[config.mk]
export PLATFORM = sky130hd
export DESIGN_NAME = rolling_row_sequencer
export DESIGN_NICKNAME = d
export VERILOG_FILES = /design/src/rtl/rsq_pkg.sv /design/src/rtl/rsq_phase_timer.sv /design/src/rtl/rsq_frame_track.sv /design/src/rtl/rsq_pin_decode.sv /design/src/rtl/rolling_row_sequencer.sv
export SDC_FILE = /design/constraint.sdc
export NUM_CORES = 1
export LEC_CHECK = 0
export BUFFER_PORTS_ARGS = -buffer_cell sky130_fd_sc_hd__clkbuf_2
export CAP_MARGIN = 20
export CORE_MARGIN = 2
export CORE_UTILIZATION = 42
export CTS_CLUSTER_SIZE = 12
export DETAILED_ROUTE_END_ITERATION = 6
export PLACE_DENSITY = 0.7
export SLEW_MARGIN = 25
export SYNTH_ARGS = -nofsm -noshare
export SYNTH_HDL_FRONTEND = slang
export SYNTH_SLANG_ARGS = --single-unit
export TNS_END_PERCENT = 10
[constraint.sdc]
create_clock -name clk -period 4.74 [get_ports clk]
set_input_delay 0.711 -clock clk [delete_from_list [all_inputs] [get_ports clk]]
set_output_delay 0.711 -clock clk [all_outputs]
set_load 0.005 [all_outputs]
[src/rtl/rsq_pkg.sv]
package rsq_pkg;

   typedef enum logic [4:0] {
      PH_IDLE, PH_SETUP, PH_ROWCLK, PH_PRECH, PH_GAP_PS, PH_SEL_PRE,
      PH_SIG_HOLD, PH_SEL_POST, PH_GAP_SR, PH_PIX_RST, PH_GAP_RH,
      PH_RST_HOLD, PH_SH_LEAD, PH_SH_RST, PH_SH_TRAIL, PH_DONE, PH_BLANK
   } phase_e;

   typedef struct packed {
      logic row_clk;
      logic read_home;
      logic shut_home;
      logic prech;
      logic row_sel;
      logic sig_hold;
      logic rst_hold;
      logic pix_rst;
      logic drv_read;
      logic drv_shut;
      logic done;
   } pins_t;

   localparam int unsigned MCLK_KHZ = 15000;

   function automatic int unsigned ns2cyc(int unsigned ns);
      return (ns * MCLK_KHZ + 999999) / 1000000;
   endfunction

   localparam int unsigned DEF_SETUP       = ns2cyc(200);
   localparam int unsigned DEF_ROWCLK      = ns2cyc(500);
   localparam int unsigned DEF_PRECH       = ns2cyc(2700);
   localparam int unsigned DEF_PRECH_SEL   = ns2cyc(1300);
   localparam int unsigned DEF_SEL_SIG     = ns2cyc(1000);
   localparam int unsigned DEF_SIG_HOLD    = ns2cyc(1400);
   localparam int unsigned DEF_SIG_DESEL   = ns2cyc(500);
   localparam int unsigned DEF_DESEL_RST   = ns2cyc(100);
   localparam int unsigned DEF_PIX_RST     = ns2cyc(1300);
   localparam int unsigned DEF_RST_HOLD_GAP = ns2cyc(500);
   localparam int unsigned DEF_RST_HOLD    = ns2cyc(1400);
   localparam int unsigned DEF_SHUT_MARGIN = ns2cyc(100);
   localparam int unsigned DEF_SHUT_RST    = ns2cyc(1300);
   localparam int unsigned DEF_BLANK       = ns2cyc(5000);

   function automatic phase_e phase_after(phase_e p, logic shut, logic last);
      case (p)
         PH_SETUP:    return PH_ROWCLK;
         PH_ROWCLK:   return PH_PRECH;
         PH_PRECH:    return PH_GAP_PS;
         PH_GAP_PS:   return PH_SEL_PRE;
         PH_SEL_PRE:  return PH_SIG_HOLD;
         PH_SIG_HOLD: return PH_SEL_POST;
         PH_SEL_POST: return PH_GAP_SR;
         PH_GAP_SR:   return PH_PIX_RST;
         PH_PIX_RST:  return PH_GAP_RH;
         PH_GAP_RH:   return PH_RST_HOLD;
         PH_RST_HOLD: return shut ? PH_SH_LEAD : PH_DONE;
         PH_SH_LEAD:  return PH_SH_RST;
         PH_SH_RST:   return PH_SH_TRAIL;
         PH_SH_TRAIL: return PH_DONE;
         PH_DONE:     return PH_BLANK;
         PH_BLANK:    return last ? PH_IDLE : PH_SETUP;
         default:     return PH_IDLE;
      endcase
   endfunction

endpackage

[src/rtl/rsq_phase_timer.sv]
module rsq_phase_timer #(
   parameter int T_W = 8
) (
   input  logic           clk,
   input  logic           rst_n,
   input  logic           load,
   input  logic [T_W-1:0] load_val,
   output logic           expired
);
   logic [T_W-1:0] cnt;

   always_ff @(posedge clk or negedge rst_n) begin
      if (!rst_n)
         cnt <= '0;
      else if (load)
         cnt <= (load_val == '0) ? '0 : load_val - 1'b1;
      else if (cnt != '0)
         cnt <= cnt - 1'b1;
   end

   assign expired = (cnt == '0);
endmodule

[src/rtl/rsq_frame_track.sv]
module rsq_frame_track #(
   parameter int ROW_W     = 13,
   parameter int NEXT_VIEW = 1
) (
   input  logic             clk,
   input  logic             rst_n,
   input  logic             start,
   input  logic             adv,
   input  logic [ROW_W-1:0] rows_in,
   input  logic [ROW_W-1:0] lead_in,
   input  logic             shut_in,
   input  logic             black_in,
   output logic             last_c,
   output logic             shut_c,
   output logic             first_v,
   output logic             shrow_v,
   output logic             black_v
);
   logic [ROW_W-1:0] row_q, rows_q, lead_q;
   logic             shut_q, black_q;
   logic [ROW_W-1:0] row_n, rows_n, lead_n;
   logic             shut_n, black_n;

   function automatic logic [2:0] row_flags(logic [ROW_W-1:0] row,
                                            logic [ROW_W-1:0] rows,
                                            logic [ROW_W-1:0] lead,
                                            logic shut);
      logic [ROW_W-1:0] rows_e, srow;
      rows_e = (rows == '0) ? {{(ROW_W-1){1'b0}}, 1'b1} : rows;
      srow   = (lead == '0) ? '0 : rows_e - lead;
      return {row == '0, shut && (row == srow), row == rows_e - 1'b1};
   endfunction

   always_comb begin
      row_n   = row_q;
      rows_n  = rows_q;
      lead_n  = lead_q;
      shut_n  = shut_q;
      black_n = black_q;
      if (start) begin
         row_n   = '0;
         rows_n  = rows_in;
         lead_n  = lead_in;
         shut_n  = shut_in;
         black_n = black_in;
      end else if (adv) begin
         row_n = row_q + 1'b1;
      end
   end

   always_ff @(posedge clk or negedge rst_n) begin
      if (!rst_n) begin
         row_q   <= '0;
         rows_q  <= '0;
         lead_q  <= '0;
         shut_q  <= 1'b0;
         black_q <= 1'b0;
      end else begin
         row_q   <= row_n;
         rows_q  <= rows_n;
         lead_q  <= lead_n;
         shut_q  <= shut_n;
         black_q <= black_n;
      end
   end

   logic [2:0] fl_c;
   assign fl_c   = row_flags(row_q, rows_q, lead_q, shut_q);
   assign last_c = fl_c[0];
   assign shut_c = shut_q;

   generate
      if (NEXT_VIEW != 0) begin : g_next
         logic [2:0] fl_n;
         assign fl_n    = row_flags(row_n, rows_n, lead_n, shut_n);
         assign first_v = fl_n[2];
         assign shrow_v = fl_n[1];
         assign black_v = black_n;
      end else begin : g_cur
         assign first_v = fl_c[2];
         assign shrow_v = fl_c[1];
         assign black_v = black_q;
      end
   endgenerate
endmodule

[src/rtl/rsq_pin_decode.sv]
module rsq_pin_decode
   import rsq_pkg::*;
(
   input  phase_e ph,
   input  logic   first_row,
   input  logic   shut_row,
   input  logic   black,
   output pins_t  pins
);
   always_comb begin
      pins          = '0;
      pins.drv_read = 1'b1;
      case (ph)
         PH_SETUP: begin
            pins.read_home = first_row;
            pins.shut_home = shut_row;
         end
         PH_ROWCLK: begin
            pins.row_clk   = 1'b1;
            pins.read_home = first_row;
            pins.shut_home = shut_row;
         end
         PH_PRECH: begin
            pins.prech   = 1'b1;
            pins.pix_rst = black;
         end
         PH_SEL_PRE, PH_SEL_POST: pins.row_sel = 1'b1;
         PH_SIG_HOLD: begin
            pins.row_sel  = 1'b1;
            pins.sig_hold = 1'b1;
         end
         PH_PIX_RST:  pins.pix_rst  = 1'b1;
         PH_RST_HOLD: pins.rst_hold = 1'b1;
         PH_SH_LEAD, PH_SH_TRAIL: begin
            pins.drv_shut = 1'b1;
            pins.drv_read = 1'b0;
         end
         PH_SH_RST: begin
            pins.drv_shut = 1'b1;
            pins.drv_read = 1'b0;
            pins.pix_rst  = 1'b1;
         end
         PH_DONE: pins.done = 1'b1;
         default: ;
      endcase
   end
endmodule

[src/rtl/rolling_row_sequencer.sv]
module rolling_row_sequencer
   import rsq_pkg::*;
#(
   parameter int T_W     = 8,
   parameter int ROW_W   = 13,
   parameter int REG_OUT = 1
) (
   input  logic             clk,
   input  logic             rst_n,
   input  logic             sof,
   input  logic [ROW_W-1:0] rows_per_frame,
   input  logic [ROW_W-1:0] lead_rows,
   input  logic             shutter_en,
   input  logic             black_en,
   input  logic [T_W-1:0]   t_setup,
   input  logic [T_W-1:0]   t_rowclk,
   input  logic [T_W-1:0]   t_prech,
   input  logic [T_W-1:0]   t_prech_to_sel,
   input  logic [T_W-1:0]   t_sel_to_sig,
   input  logic [T_W-1:0]   t_sig_hold,
   input  logic [T_W-1:0]   t_sig_to_desel,
   input  logic [T_W-1:0]   t_desel_to_rst,
   input  logic [T_W-1:0]   t_pix_rst,
   input  logic [T_W-1:0]   t_rst_to_hold,
   input  logic [T_W-1:0]   t_rst_hold,
   input  logic [T_W-1:0]   t_shut_margin,
   input  logic [T_W-1:0]   t_shut_rst,
   input  logic [T_W-1:0]   t_blank,
   output logic             row_clk,
   output logic             read_home,
   output logic             shut_home,
   output logic             prech,
   output logic             row_sel,
   output logic             sig_hold,
   output logic             rst_hold,
   output logic             pix_rst,
   output logic             drv_read,
   output logic             drv_shut,
   output logic             row_done
);
   localparam logic [T_W-1:0] ONE_CYC = {{(T_W-1){1'b0}}, 1'b1};

   if (T_W < 2) begin : g_bad_tw
      $error("rolling_row_sequencer: T_W must be at least 2");
   end
   if (ROW_W < 1) begin : g_bad_row
      $error("rolling_row_sequencer: ROW_W must be at least 1");
   end
   if (REG_OUT != 0 && REG_OUT != 1) begin : g_bad_reg
      $error("rolling_row_sequencer: REG_OUT must be 0 or 1");
   end

   phase_e          ph, ph_n;
   logic            load, expired, start, adv;
   logic [T_W-1:0]  load_val;
   logic            last_c, shut_c, first_v, shrow_v, black_v;
   pins_t           pins_d, pins_o;

   always_comb begin
      ph_n = ph;
      load = 1'b0;
      if (ph == PH_IDLE) begin
         if (sof) begin
            ph_n = PH_SETUP;
            load = 1'b1;
         end
      end else if (expired) begin
         ph_n = phase_after(ph, shut_c, last_c);
         load = (ph_n != PH_IDLE);
      end
   end

   assign start = (ph == PH_IDLE) && sof;
   assign adv   = (ph == PH_BLANK) && expired;

   always_comb begin
      case (ph_n)
         PH_SETUP:    load_val = t_setup;
         PH_ROWCLK:   load_val = t_rowclk;
         PH_PRECH:    load_val = t_prech;
         PH_GAP_PS:   load_val = t_prech_to_sel;
         PH_SEL_PRE:  load_val = t_sel_to_sig;
         PH_SIG_HOLD: load_val = t_sig_hold;
         PH_SEL_POST: load_val = t_sig_to_desel;
         PH_GAP_SR:   load_val = t_desel_to_rst;
         PH_PIX_RST:  load_val = t_pix_rst;
         PH_GAP_RH:   load_val = t_rst_to_hold;
         PH_RST_HOLD: load_val = t_rst_hold;
         PH_SH_LEAD:  load_val = t_shut_margin;
         PH_SH_RST:   load_val = t_shut_rst;
         PH_SH_TRAIL: load_val = t_shut_margin;
         PH_BLANK:    load_val = t_blank;
         default:     load_val = ONE_CYC;
      endcase
   end

   always_ff @(posedge clk or negedge rst_n) begin
      if (!rst_n) ph <= PH_IDLE;
      else        ph <= ph_n;
   end

   rsq_phase_timer #(.T_W(T_W)) u_timer (
      .clk      (clk),
      .rst_n    (rst_n),
      .load     (load),
      .load_val (load_val),
      .expired  (expired)
   );

   rsq_frame_track #(.ROW_W(ROW_W), .NEXT_VIEW(REG_OUT)) u_frame (
      .clk      (clk),
      .rst_n    (rst_n),
      .start    (start),
      .adv      (adv),
      .rows_in  (rows_per_frame),
      .lead_in  (lead_rows),
      .shut_in  (shutter_en),
      .black_in (black_en),
      .last_c   (last_c),
      .shut_c   (shut_c),
      .first_v  (first_v),
      .shrow_v  (shrow_v),
      .black_v  (black_v)
   );

   generate
      if (REG_OUT != 0) begin : g_reg_out
         pins_t pins_q;
         rsq_pin_decode u_dec (
            .ph        (ph_n),
            .first_row (first_v),
            .shut_row  (shrow_v),
            .black     (black_v),
            .pins      (pins_d)
         );
         always_ff @(posedge clk or negedge rst_n) begin
            if (!rst_n) begin
               pins_q          <= '0;
               pins_q.drv_read <= 1'b1;
            end else begin
               pins_q <= pins_d;
            end
         end
         assign pins_o = pins_q;
      end else begin : g_comb_out
         rsq_pin_decode u_dec (
            .ph        (ph),
            .first_row (first_v),
            .shut_row  (shrow_v),
            .black     (black_v),
            .pins      (pins_d)
         );
         assign pins_o = pins_d;
      end
   endgenerate

   assign row_clk   = pins_o.row_clk;
   assign read_home = pins_o.read_home;
   assign shut_home = pins_o.shut_home;
   assign prech     = pins_o.prech;
   assign row_sel   = pins_o.row_sel;
   assign sig_hold  = pins_o.sig_hold;
   assign rst_hold  = pins_o.rst_hold;
   assign pix_rst   = pins_o.pix_rst;
   assign drv_read  = pins_o.drv_read;
   assign drv_shut  = pins_o.drv_shut;
   assign row_done  = pins_o.done;
endmodule

==> flow_summary.ini, run 1 <==
[detailed_routing]
routed_wl_um = 18800
drtPass1Iterations = 5
num_vias = 6073
detail-route-antenna-nets = 0
via_per_inst = 5.86
drtIter0Drc = 468
remaining_drc_errors = 0
post_drt_wl_per_cell_um = 18.1

[timing]
fin_hold_ws_ns = 0.401
fmax_ghz = 0.221
layout_setup_ws_ns = 0.220
tns_ns = 0
slew_violations = 0
max-slew-margin-rel_pct = 55.0
finClkSkew_ns = 0.00489
min_period_ns = 4.52
rsz0062_at_grt = yes
hold_viol_final = 0
tightestPinTransition_ns = 0.668
period_share_pct = 95.4
finalSetupViolCount = 0

[floorplan]
boundaryPins = 154
die_area_um2 = 14800
die_h_um = 122
initial_core_util_pct = 43.4
core-area_um2 = 13300
num_rows = 42
die_w_um = 122

[yosys]
synthCells = 694
synthDistinctLibCells = 88
yosysTopAreaCell = dfrtp_1
yosysSeqAreaShare_pct = 28.1
synth_area_um2 = 5800
synth_edf_count = 0
ys.flop_type = dfrtp_1
async_flop_share_pct = 100
yosys_warnings = 0
synth_top_area_share_pct = 27.6
ys_ff_latch = 65
synth_fp_nets = 855
synth_area_leaders = dfrtp_1 (28%), nand2_1 (5.6%), mux2i_1 (4.0%), xnor2_1 (3.8%), ha_1 (3.7%)
avgSynthCellArea_um2 = 8.36

[clocking]
cts_sinks = 65
cts_buffers = 9
insertion_delay_ns = 0.34
cts_buffer_depth = 2
hold_buffers = 0
cts.htree.levels = 3
path_clk_slew_ns = 0.06
cts_root_buf = clkbuf_16
tritoncts = yes

[power_and_ir_drop]
power_density_nw_per_um2 = 185
vdd_drop_max_mv = 0.167
p_leak_uw = 0.00361
power_uw = 1350

[global_route]
overflow = 0
grt_max_degree = 37
grt_pass1_vias = 5705
grt_pass1_wl_um = 29000
gr-usage-all-layers_pct = 25.3
grt_antenna_before_repair = 0

[worst_setup_path]
worstPathCellList = or4_1, nor2_2, a31oi_2, ha_1, or3b_4, or4b_1, o211a_1, o31ai_2, nand4_1, or4_4, nand4_1, nand2_1, ha_2, o211a_1, mux2_4, a211oi_2
critical_path.max_stage_delay_ns = 0.51
crit_arrival_ns = 4.77
critPathRequiredTime_ns = 4.99
cp.depth = 16
reg2regPathDepth = 16
critical_path.endpoint_type = flip-flop
rrSetupSlack_ns = 0.22
r2r-end = u_timer.cnt[6]
slowest_stage = or4b_1
cpLargestDelayFamily = simple AND/OR/NAND/NOR gates
start_kind = flip-flop
crit_type = flip-flop to flip-flop
crit_fanout = 8
path_buf_inv = 0
r2r-start = u_frame.rows_q[6]
cp-endpoint = u_timer.cnt[6]
critPathLaunch = u_frame.rows_q[6]

[final_layout]
antenna_cells = 0
final_layout_size_suffix_gt1_share_pct = 31.6
area_growth_syn_to_layout_pct = 25.9
final-seq-area_um2 = 1630
fin_util_pct = 54.7
layout.cells.most_common_list = clkbuf_2 (152), nand2_1 (86), dfrtp_1 (61)
fillers = 1271
final_common_cell = clkbuf_2
fin_nets = 1017
multi_input_area_um2 = 3940

[outcome]
outcome = finished clean

[placed_design]
dp_slack_ns = -0.00961
place_congestion = 0.929
hpwl_um = 14600
io_buffers = 153

[hold_path]
hold_class = primary input to async pin

[run]
cap_viol_max_count = 0
## stage by stage
step | instance area (um2) | cells
4_1_cts | 7160 | 1030
3_5_place_dp | 6850 | 1014
3_3_place_gp | 6850 | 1014
2_1_floorplan | 5830 | 694
6_report | 7300 | 1037
5_1_grt | 7300 | 1037
## synth_stat cells, drive strengths merged (8+ instances only)
cell and instances:
nand2 87, dfrtp 64, nor2 53, inv 39, o21ai 33, a21oi 28, xnor2 25, mux2i 23
clkbuf 22, nand3 22, nor4 21, xor2 21, ha 17, buf 15, a222oi 12, nor3 12
a211oi 11, nand4 11, or4 10, mux2 9, nor4b 8, o211ai 8, o21a 8, or2 8
## worst min path at each step
stage,slack (ns),start,cells after the start,end
2_1_floorplan,0.42,rst_n,0,drv_shut
4_1_cts,0.41,rst_n,1,u_frame.lead_q[4]
6_report,0.40,rst_n,1,u_frame.lead_q[3]
5_1_grt,0.46,rst_n,1,u_frame.lead_q[3]
3_3_place_gp,0.49,u_frame.black_q,2,u_frame.black_q
3_5_place_dp,0.50,u_frame.black_q,2,u_frame.black_q
## per-layer routing
layer | up-vias | routed length [um] | GRT usage, %
li1 | 2935 | - | -
met1 | 2845 | 7680 | 30.7
met2 | 252 | 9280 | 44.3
met3 | 41 | 1220 | 4.37
met4 | 0 | 587 | 10.3
met5 | - | 0 | 0
## area by class of cell
class                           instances  share of cell area, %
Clock inverter                          6                  0.908
Inverter                               40                   2.06
Tap cell                              176                   3.02
Timing Repair Buffer                  188                   14.5
Multi-Input combinational cell        552                   53.9
Sequential cell                        65                   22.3
Clock buffer                           10                   3.27
## cell families (layout without fill, tap and decap cells)
| family | after synthesis | after routing | synth area share (%) |
|---|---|---|---|
| compound gates | 183 | 183 | 24.1 |
| xor+xnor | 46 | 46 | 6.95 |
| fa+ha+maj | 19 | 19 | 4.19 |
| buf+inv | 77 | 244 | 5.50 |
| flops | 65 | 65 | 28.1 |
| mux | 32 | 32 | 5.91 |
| simple gates | 272 | 272 | 25.3 |
## timing repair
item                       in CTS  in global routing
gates cloned                    0                  1
pin swaps                       0                  9
setup buffers                   0                  6
setup endpoints to repair       1                  9
resized for setup               1                 22
## registers in the layout, indices dropped and copies added, names as in the netlist, 5 cells and up
| signal | cells |
|---|---|
| u_frame.row_q | 13 |
| u_frame.lead_q | 13 |
| u_frame.rows_q | 13 |
| u_timer.cnt | 8 |
| ph | 5 |
## report_power, final
group	leakage [uW]	switching [uW]	internal, uW
clock network	0.000141	269	422
registers	0.000808	0	555
logic	0.00266	47.7	58.5
Power figures use the tool's default switching activity.
==> run 2, diff against run 1 <==
--- a/config.mk
+++ b/config.mk
@@ -5,6 +5,7 @@
 export SDC_FILE = /design/constraint.sdc
 export NUM_CORES = 1
 export LEC_CHECK = 0
+export ABC_AREA = 1
 export BUFFER_PORTS_ARGS = -buffer_cell sky130_fd_sc_hd__clkbuf_2
 export CAP_MARGIN = 20
 export CORE_MARGIN = 2
==> flow_summary.ini, run 2 <==
[outcome]
outcome = finished clean

[worst_setup_path]
crit_fanout = 20
reg2regPathDepth = 30
slowest_stage = dfrtp_1
start_kind = flip-flop
critPathRequiredTime_ns = 5.00
r2r-start = ph[1]
crit_type = flip-flop to flip-flop
critPathLaunch = ph[1]
cpMostUsedCell = nand2_1
critical_path.endpoint_type = flip-flop
r2r-end = shut_home
rrSetupSlack_ns = 0.32
crit_arrival_ns = 4.68
critical_path.max_stage_delay_ns = 0.41

[clocking]
path_clk_slew_ns = 0.06
tritoncts = yes
cts_sinks = 65
cts.htree.levels = 3
cts_buffers = 9
cts_root_buf = clkbuf_16
hold_buffers = 0
insertion_delay_ns = 0.34
cts_buffer_depth = 2

[detailed_routing]
post_drt_wl_per_cell_um = 14.9
remaining_drc_errors = 0
num_vias = 6417
via_per_inst = 5.20
detail-route-antenna-nets = 0
routed_wl_um = 18400
drtPass1Iterations = 6
drtIter0Drc = 504

[global_route]
grt_pass1_vias = 6080
grt_max_degree = 48
grt_antenna_before_repair = 0
gr-usage-all-layers_pct = 25.0
overflow = 0
grt_pass1_wl_um = 29100

[floorplan]
initial_core_util_pct = 43.4
num_rows = 42
core-area_um2 = 13400
die_w_um = 122
boundaryPins = 154
die_area_um2 = 14800
die_h_um = 122

[yosys]
async_flop_share_pct = 100
yosys_warnings = 0
ys.flop_type = dfrtp_1
synth_area_um2 = 5810
synth_fp_nets = 1049
synth_edf_count = 0
ys_ff_latch = 65
synth_area_leaders = dfrtp_1 (28%), nand2_1 (15%), nand4_1 (7.2%), inv_1 (7.0%), nand3_1 (6.5%)
yosysSeqAreaShare_pct = 28.0
synthDistinctLibCells = 47
yosysMostFrequentCell = nand2_1
synthCells = 888
synth_top_area_share_pct = 27.6
synth_common_cells = nand2_1 (227), inv_1 (109), nor2_1 (88), nand3_1 (75), nand4_1 (67)
avgSynthCellArea_um2 = 6.54
yosysTopAreaCell = dfrtp_1

[timing]
fmax_ghz = 0.226
tightestPinTransition_ns = 0.752
period_share_pct = 93.3
tns_ns = 0
hold_viol_final = 0
min_period_ns = 4.42
slew_violations = 0
finalSetupViolCount = 0
max-slew-margin-rel_pct = 49.5
finClkSkew_ns = 0.00611
fin_hold_ws_ns = 0.311

[final_layout]
area_growth_syn_to_layout_pct = 23.9
final_layout_size_suffix_gt1_share_pct = 25.4
fin_util_pct = 53.7
stdcell_count = 1234
final_common_cell = nand2_1
layout.cells.most_common_list = nand2_1 (227), clkbuf_2 (152), inv_1 (108)
fin_nets = 1214
largest_registers = u_frame.lead_q (13), u_frame.row_q (13), u_frame.rows_q (13)
antenna_cells = 0

[placed_design]
place_congestion = 0.909
placedCellCount = 1205
io_buffers = 153
hpwl_um = 14300

[hold_path]
hold_class = primary input to async pin

[run]
cap_viol_max_count = 0

[power_and_ir_drop]
p_leak_uw = 0.00387
power_density_nw_per_um2 = 701
vdd_drop_max_mv = 0.279
## run 2: critical path: cells and delay by family (launching register included)
family / cells / cell delay [ns]
and+or+nand+nor: 16 / 1.58
AOI/OAI and AO/OA: 10 / 1.54
adders and majority gates: 2 / 0.58
DFF: 1 / 0.41
buffers and inverters: 2 / 0.23
## run 2: cell type report
class	count	area [um2]
flip-flops and latches	65	1630
repair buffers	185	1010
inverters	117	444
clock inverters	6	60.1
multi-input cells	675	3610
clock buffers	10	229
fillers	1372	6200
well taps	176	220
## run 2: worst max path at each step
| stage | cells after the start | to | slack (ns) |
|---|---|---|---|
| CTS | 30 | shut_home | 0.12 |
| finish | 30 | shut_home | 0.32 |
| detailed placement | 30 | shut_home | 0.14 |
| global placement | 30 | shut_home | 0.27 |
| global route | 32 | shut_home | -0.06 |
| floorplan | 33 | shut_home | 0.03 |
## run 2: per-layer routing
| layer | track usage [%] | vias up | part of all wire (%) |
|---|---|---|---|
| met5 | 0 | - | 0 |
| met4 | 9.77 | 0 | 2.9 |
| met3 | 4.35 | 37 | 7.5 |
| met2 | 43.8 | 297 | 49 |
| met1 | 30.5 | 2825 | 40 |
| li1 | - | 3258 | - |
## run 2: timing repair
item                       4_1_cts  5_1_grt
setup endpoints to repair        0        9
setup buffers                    0       13
gates resized for setup          0       19
## run 2: cells by family after synthesis
kind of cell	count (synthesis)	synth area share (%)
adders and majority gates	18	4.01
DFF	65	28.0
and+or+nand+nor	528	43.2
buffers and inverters	148	10.6
xor gates and xnor gates	29	4.37
AOI/OAI and AO/OA	100	9.75
## run 2: metrics by stage
stage               power [uW]  area [um2]  setup slack, ns
global placement          4180        6770            0.273
floorplan                 3450        5810           0.0293
CTS                       4900        7060            0.120
detailed placement        4230        6770            0.136
finish                    5040        7200            0.316
global route              5520        7200          -0.0624
## run 2: where the power goes
group          switching, uW  leakage (uW)  internal [uW]  total, uW
clock network            252      0.000138            404        656
logic                   2150       0.00293           1260       3420
registers                186      0.000799            784        970
total                   2590       0.00387           2450       5040
